--- src/rtl/piso_pkg.sv ---
package piso_pkg;

    typedef enum logic [1:0] {
        OP_HOLD  = 2'd0,
        OP_LOAD  = 2'd1,
        OP_SHIFT = 2'd2
    } piso_op_e;

endpackage

--- src/rtl/piso_clr_sync.sv ---
module piso_clr_sync #(
    parameter int SYNC_STAGES = 2
) (
    input  logic clk,
    input  logic clr_n,
    output logic rst_n
);
    localparam logic [SYNC_STAGES-1:0] FILL_ONE = {{(SYNC_STAGES-1){1'b0}}, 1'b1};

    logic [SYNC_STAGES-1:0] chain_q;

    // Clear assertion is asynchronous; its release ripples through the chain.
    always_ff @(posedge clk or negedge clr_n) begin
        if (!clr_n) begin
            chain_q <= '0;
        end else begin
            chain_q <= (chain_q << 1) | FILL_ONE;
        end
    end

    assign rst_n = chain_q[SYNC_STAGES-1];


    release_after_clear_chk: assert property (@(posedge clk) disable iff (!clr_n)
        $rose(rst_n) |-> $past(clr_n));

endmodule

--- src/rtl/piso_op_decode.sv ---
module piso_op_decode
    import piso_pkg::*;
(
    input  logic     inhibit,
    input  logic     shift_en,
    output piso_op_e op
);
    // Inhibit wins over the mode pin; it acts as a synchronous hold.
    always_comb begin
        unique case ({inhibit, shift_en})
            2'b00:   op = OP_LOAD;
            2'b01:   op = OP_SHIFT;
            default: op = OP_HOLD;
        endcase
    end

endmodule

--- src/rtl/piso_stage_core.sv ---
module piso_stage_core
    import piso_pkg::*;
#(
    parameter int WIDTH = 8
) (
    input  logic             clk,
    input  logic             rst_n,
    input  piso_op_e         op,
    input  logic             ser_in,
    input  logic [WIDTH-1:0] par_in,
    output logic             q_last
);
    localparam int LAST = WIDTH - 1;

    logic [WIDTH-1:0] stages_q;
    logic [WIDTH-1:0] stages_d;

    always_comb begin
        unique case (op)
            OP_LOAD:  stages_d = par_in;
            OP_SHIFT: stages_d = {stages_q[LAST-1:0], ser_in};
            OP_HOLD:  stages_d = stages_q;
            default:  stages_d = stages_q;
        endcase
    end

    always_ff @(posedge clk or negedge rst_n) begin
        if (!rst_n) begin
            stages_q <= '0;
        end else begin
            stages_q <= stages_d;
        end
    end

    always_comb begin
        q_last = stages_q[LAST];
    end


    always @(negedge clk) begin
        if (!rst_n) begin
            clear_zero_chk: assert (stages_q == '0);
        end
    end


    hold_on_inhibit_chk: assert property (@(posedge clk) disable iff (!rst_n)
        ($past(rst_n) && $past(op) == OP_HOLD) |-> stages_q == $past(stages_q));


    shift_step_chk: assert property (@(posedge clk) disable iff (!rst_n)
        ($past(rst_n) && $past(op) == OP_SHIFT)
            |-> stages_q == {$past(stages_q[LAST-1:0]), $past(ser_in)});


    load_capture_chk: assert property (@(posedge clk) disable iff (!rst_n)
        ($past(rst_n) && $past(op) == OP_LOAD) |-> stages_q == $past(par_in));

endmodule

--- src/rtl/piso_shift_reg.sv ---
module piso_shift_reg
    import piso_pkg::*;
#(
    parameter int WIDTH       = 8,
    parameter int SYNC_STAGES = 2
) (
    input  logic             clk,
    input  logic             clr_n,
    input  logic             inhibit,
    input  logic             shift_en,
    input  logic             ser_in,
    input  logic [WIDTH-1:0] par_in,
    output logic             q_last
);
    logic     rst_n;
    piso_op_e op;

    piso_clr_sync #(.SYNC_STAGES(SYNC_STAGES)) i_sync (
        .clk   (clk),
        .clr_n (clr_n),
        .rst_n (rst_n)
    );

    piso_op_decode i_dec (
        .inhibit  (inhibit),
        .shift_en (shift_en),
        .op       (op)
    );

    piso_stage_core #(.WIDTH(WIDTH)) i_core (
        .clk    (clk),
        .rst_n  (rst_n),
        .op     (op),
        .ser_in (ser_in),
        .par_in (par_in),
        .q_last (q_last)
    );

endmodule

--- config.mk ---
export PLATFORM = sky130hd
export DESIGN_NAME = piso_shift_reg
export DESIGN_NICKNAME = d
export VERILOG_FILES = /design/src/rtl/piso_pkg.sv /design/src/rtl/piso_clr_sync.sv /design/src/rtl/piso_op_decode.sv /design/src/rtl/piso_stage_core.sv /design/src/rtl/piso_shift_reg.sv
export SDC_FILE = /design/constraint.sdc
export NUM_CORES = 1
export LEC_CHECK = 0
export BUFFER_PORTS_ARGS = -buffer_cell sky130_fd_sc_hd__buf_2
export CORE_MARGIN = 5
export CORE_UTILIZATION = 25
export DETAILED_ROUTE_END_ITERATION = 10
export GPL_TIMING_DRIVEN = 0
export PLACE_DENSITY = 0.46
export SLEW_MARGIN = 25
export SYNTH_ARGS = -nofsm -noshare
export SYNTH_HDL_FRONTEND = slang
export SYNTH_HIERARCHICAL = 1
export SYNTH_SLANG_ARGS = --single-unit
--- constraint.sdc ---
create_clock -name clk -period 0.8 [get_ports clk]
set_clock_uncertainty 0.05 [all_clocks]
set_input_delay 0.08 -clock clk [delete_from_list [all_inputs] [get_ports clk]]
set_output_delay 0.08 -clock clk [all_outputs]
set_load 0.01 [all_outputs]
Word level (Yosys, flattened, before mapping)

Cells that the tools add are included.
W data, S select, Z words.

Equal/unequal tests: 3
Multiplexer cells: 2
Reduce and logical (&&, ||, !) cells: 2

Operators with widths:

| operator             | count |
|---|---|
| $pmux W8 S2          | 1 |
| $eq A2 B1 Y1 const B | 2 |
| $pmux W2 S2          | 1 |
| $eq A2 B2 Y1 const B | 1 |
| $logic_not A2 Y1     | 1 |
| $reduce_bool A2 Y1   | 1 |

Flip-flop bits (word level): 10
Input port bits: 13
Output and inout port bits: 1
Word-level logic and storage cells: 9

Longest topological paths before layout

Depth in word-level cells: 4
Depth in mapped cells: 6
Gate-level depth less buffers: 5

Hierarchy

Netlist, hierarchy kept.

Modules (own cells, without submodules):

| module          | instances | cells an instance | area an instance (um^2) | seq. area each (um^2) |
|---|---|---|---|---|
| piso_stage_core | 1         | 36                | 389.1                   | 200.2 |
| piso_clr_sync   | 1         | 3                 | 53.8                    | 50.0 |
| piso_op_decode  | 1         | 2                 | 17.5                    | 0.0 |

Least setup slack after synthesis

OpenSTA, ideal clock, no wires.

Path kind: input -> register
Start point: input shift_en
End point: register i_core.stages_q[0]
Setup time: 0.126 ns
Arrival time: 0.814 ns
Required time: 0.624 ns
Path slack: -0.190 ns
Stages on the path: 6
Buffers on the path: 1
Path through: nor2_1 -> inv_1 -> ha_1 -> buf_6 -> nand2_1 -> o21ai_1

Longest elaborated chain between the ends: 4
Elaborated cells between the ends (all ways): 7
Classes of those cells: eq/ne: 3; mux: 2; reduce/logical: 2

Ends and longest elaborated chain:

| item                                                     | line                  | source |
|---|---|---|
| from (decl)                                              | piso_shift_reg.sv:10  | `input logic shift_en,` |
| $eq A2 B1 Y1 / $logic_not A2 Y1 (equally long branches)  | piso_op_decode.sv:10  | `unique case ({inhibit, shift_en})` |
| $pmux W2 S2 *                                            | piso_op_decode.sv:10  |  |
| $eq A2 B2 Y1 / $eq A2 B1 Y1 (equally long branches)      | piso_stage_core.sv:19 | `unique case (op)` |
| $pmux W8 S2 / $reduce_bool A2 Y1 (equally long branches) | -                     |  |
| to (signal assigned)                                     | piso_stage_core.sv:31 | `stages_q <= stages_d;` |
| to (decl)                                                | piso_stage_core.sv:15 | `logic [WIDTH-1:0] stages_q;` |

Mark *: on every way between the ends. The rest lies on a longest branch, timed or not.
A chain may end at the register's enable or synchronous reset.

Worst setup path after layout

Start point: register i_core.stages_q[7]
End point: output q_last

RTL lines:

| item      | line                 | source |
|---|---|---|
| to (decl) | piso_shift_reg.sv:13 | `output logic q_last` |

No word-level cell between the ends.

==> impl_metrics.toml <==
[outcome]
status = "finished, violations left"
violations = "setup timing"

[sta]
final_max_slew_viol_count = 0
finalHoldViolCount = 0
post-route-min-period_ps = 897
fmax_ghz = 1.11
setup_slack_ps = -97.5
min_period_over_period_pct = 112
rsz0062_at_grt = "true"
setup_tns_ps = -97.5
setup_viol = 1

[clocking]
clkSinkCount = 10
clkTransAtPathRegs_ps = 60
cts_tree = "built"
worst_skew_pair.late_latency_ps = 260
clock-root-buffer = "clkbuf_4"
clockBufferDepth = 2
h-tree-depth = 1
cts_buffers = 3

[critical_path]
path_max_fanout = 2
cp_slowest_cell = "dfrtp_1"
cp_data_required_time_ps = 670
r2r-start = "i_core/stages_q[0]"
path_cells = "buf_2"
startpoint_type = "flip-flop"
critPathBufInv = 1
path_class = "reg2out"
cp_top_family = "flip-flops"
crit_start = "i_core/stages_q[7]"
max_stage_delay_ps = 370
end_kind = "output port"
cp.arrival_ps = 770
rrSetupSlack_ps = 30

[placement]
dpl.hpwl_um = 664
io_buffer_count = 13
dpl_cell_area_um2 = 569
place.gp.congestion = 0.652
place_ws_ps = -285

[finish]
drive_above_1_share_pct = 50.0
fin_nets = 77
final_cell_mix = "buf_2, dfrtp_1, mux2i_1"
final_common_cell = "buf_2"
antenna_cells = 0
area.growth.synth_to_final_pct = 50.3
final_area_um2 = 692

[logic_synthesis]
ys_warn_count = 6
seq_area_frac_synth_pct = 54.3
syn_nets = 55
synth_seq_cells = 10
syn_avg_cell_area_um2 = 11.2
synth_cell_types = 10
syn-instance-count = 41
netlist_area_um2 = 460

[global_routing]
busiest_layer = "met2"
use_met2_pct = 11.6
grt_pass1_wl_um = 1540
grt_use_met3_pct = 3.66
grtUsageMet1_pct = 9.69
antenna_found_initial = 0
grtUsageTotal_pct = 8.09
grt-ovfl-total = 0
grt_pass1_vias = 349
grt_max_degree = 11

[drt]
drtAntennaViolNets = 0
wl_per_cell_um = 11.2
wirelength_um = 972
via_count = 370
first_pass_iters = 2
vias_per_cell = 4.25
route.detailed.drc = 0
drt_iter0_markers = 1

[power]
vdd_drop_max_mv = 1.15
p_leak_nw = 0.319
pwr_density_cell_nw_per_um2 = 2020

[die]
die_x_um = 52.9
core_area_um2 = 1750
num_rows = 15
die_h_um = 52.9
initial_core_util_pct = 26.4
die-area_um2 = 2800
ioPinCount = 14

[job]
cap_viol_max_count = 0

[min_path]
hold_path_class = "in2reg"
hp-start = "par_in[1]"
power by group:
| part | internal, mW | switching, mW |
|---|---|---|
| clock network | 0.276 | 0.164 |
| logic | 0.185 | 0.133 |
| registers | 0.590 | 0.0489 |
final cells by class:
cell class                      instances  area (um2)
Tap cell                               25        31.3
Clock buffer                            4        36.3
Fill cell                             193        1050
Multi-Input combinational cell         28         220
Timing Repair Buffer                   18         135
Sequential cell                        10         250
Buffer                                  1        15.0
Inverter                                1        3.75
state kept, by name, indices dropped and copies added, names as in the netlist:
name,cells
i_sync/chain_q,2
i_core/stages_q,8
synthesized netlist by cell type (all sizes together):
| cell | count | area share (%) |
|---|---|---|
| nor2 | 1 | 0.81 |
| buf | 2 | 4.9 |
| ha | 1 | 2.7 |
| o21ai | 8 | 8.7 |
| dfrtp | 10 | 54 |
| inv | 1 | 0.81 |
| conb | 1 | 0.81 |
| mux2i | 8 | 17 |
| nor2b | 1 | 3.0 |
| nand2 | 8 | 6.5 |
kinds of logic after synthesis:
kind of cell    synth area share (%)
other cells                    0.814
mux                             17.4
simple gates                    10.3
compound gates                  8.70
buf+inv                         5.71
flops                           54.3
fa+ha+maj                       2.72
final timing paths:
path / endpoint / cells after the start
min in group asynchronous: i_sync/chain_q[1] / 2
max in group asynchronous: i_core/stages_q[6] / 0
worst max register to register: i_core/stages_q[0] / 3
worst min register to register: i_core/stages_q[0] / 0
worst min-delay path: i_core/stages_q[1] / 3
worst max-delay path: q_last / 1
stage by stage:
step,total power [mW],instances,hold WS [ps],utilization [%]
floorplan,0.792,41,-266,-
global placement,0.868,79,-182,32.6
detailed placement,0.876,79,-185,32.6
CTS,1.34,84,26.0,35.3
global route,1.50,87,49.8,39.6
finish,1.40,87,35.0,39.6
tightest hold or removal path: cells and delay by family:
kind            cells  cell delay, ps
compound gates      1             110
buf+inv             1              70
mux                 1              50
routing by layer:
layer | vias up | wire length [um]
met5 | - | 0
met4 | 0 | 17
met3 | 2 | 69
met2 | 11 | 455
met1 | 177 | 428
li1 | 180 | -
what timing repair did:
item                       CTS  global route
cloned                       0             1
hold buffers                 1             0
setup endpoints to repair    1             9
pin swaps                    0             4
buffers inserted             0             3
hold endpoints to repair     2             0
gates resized for setup      0            13
Power figures use the tool's default switching activity.
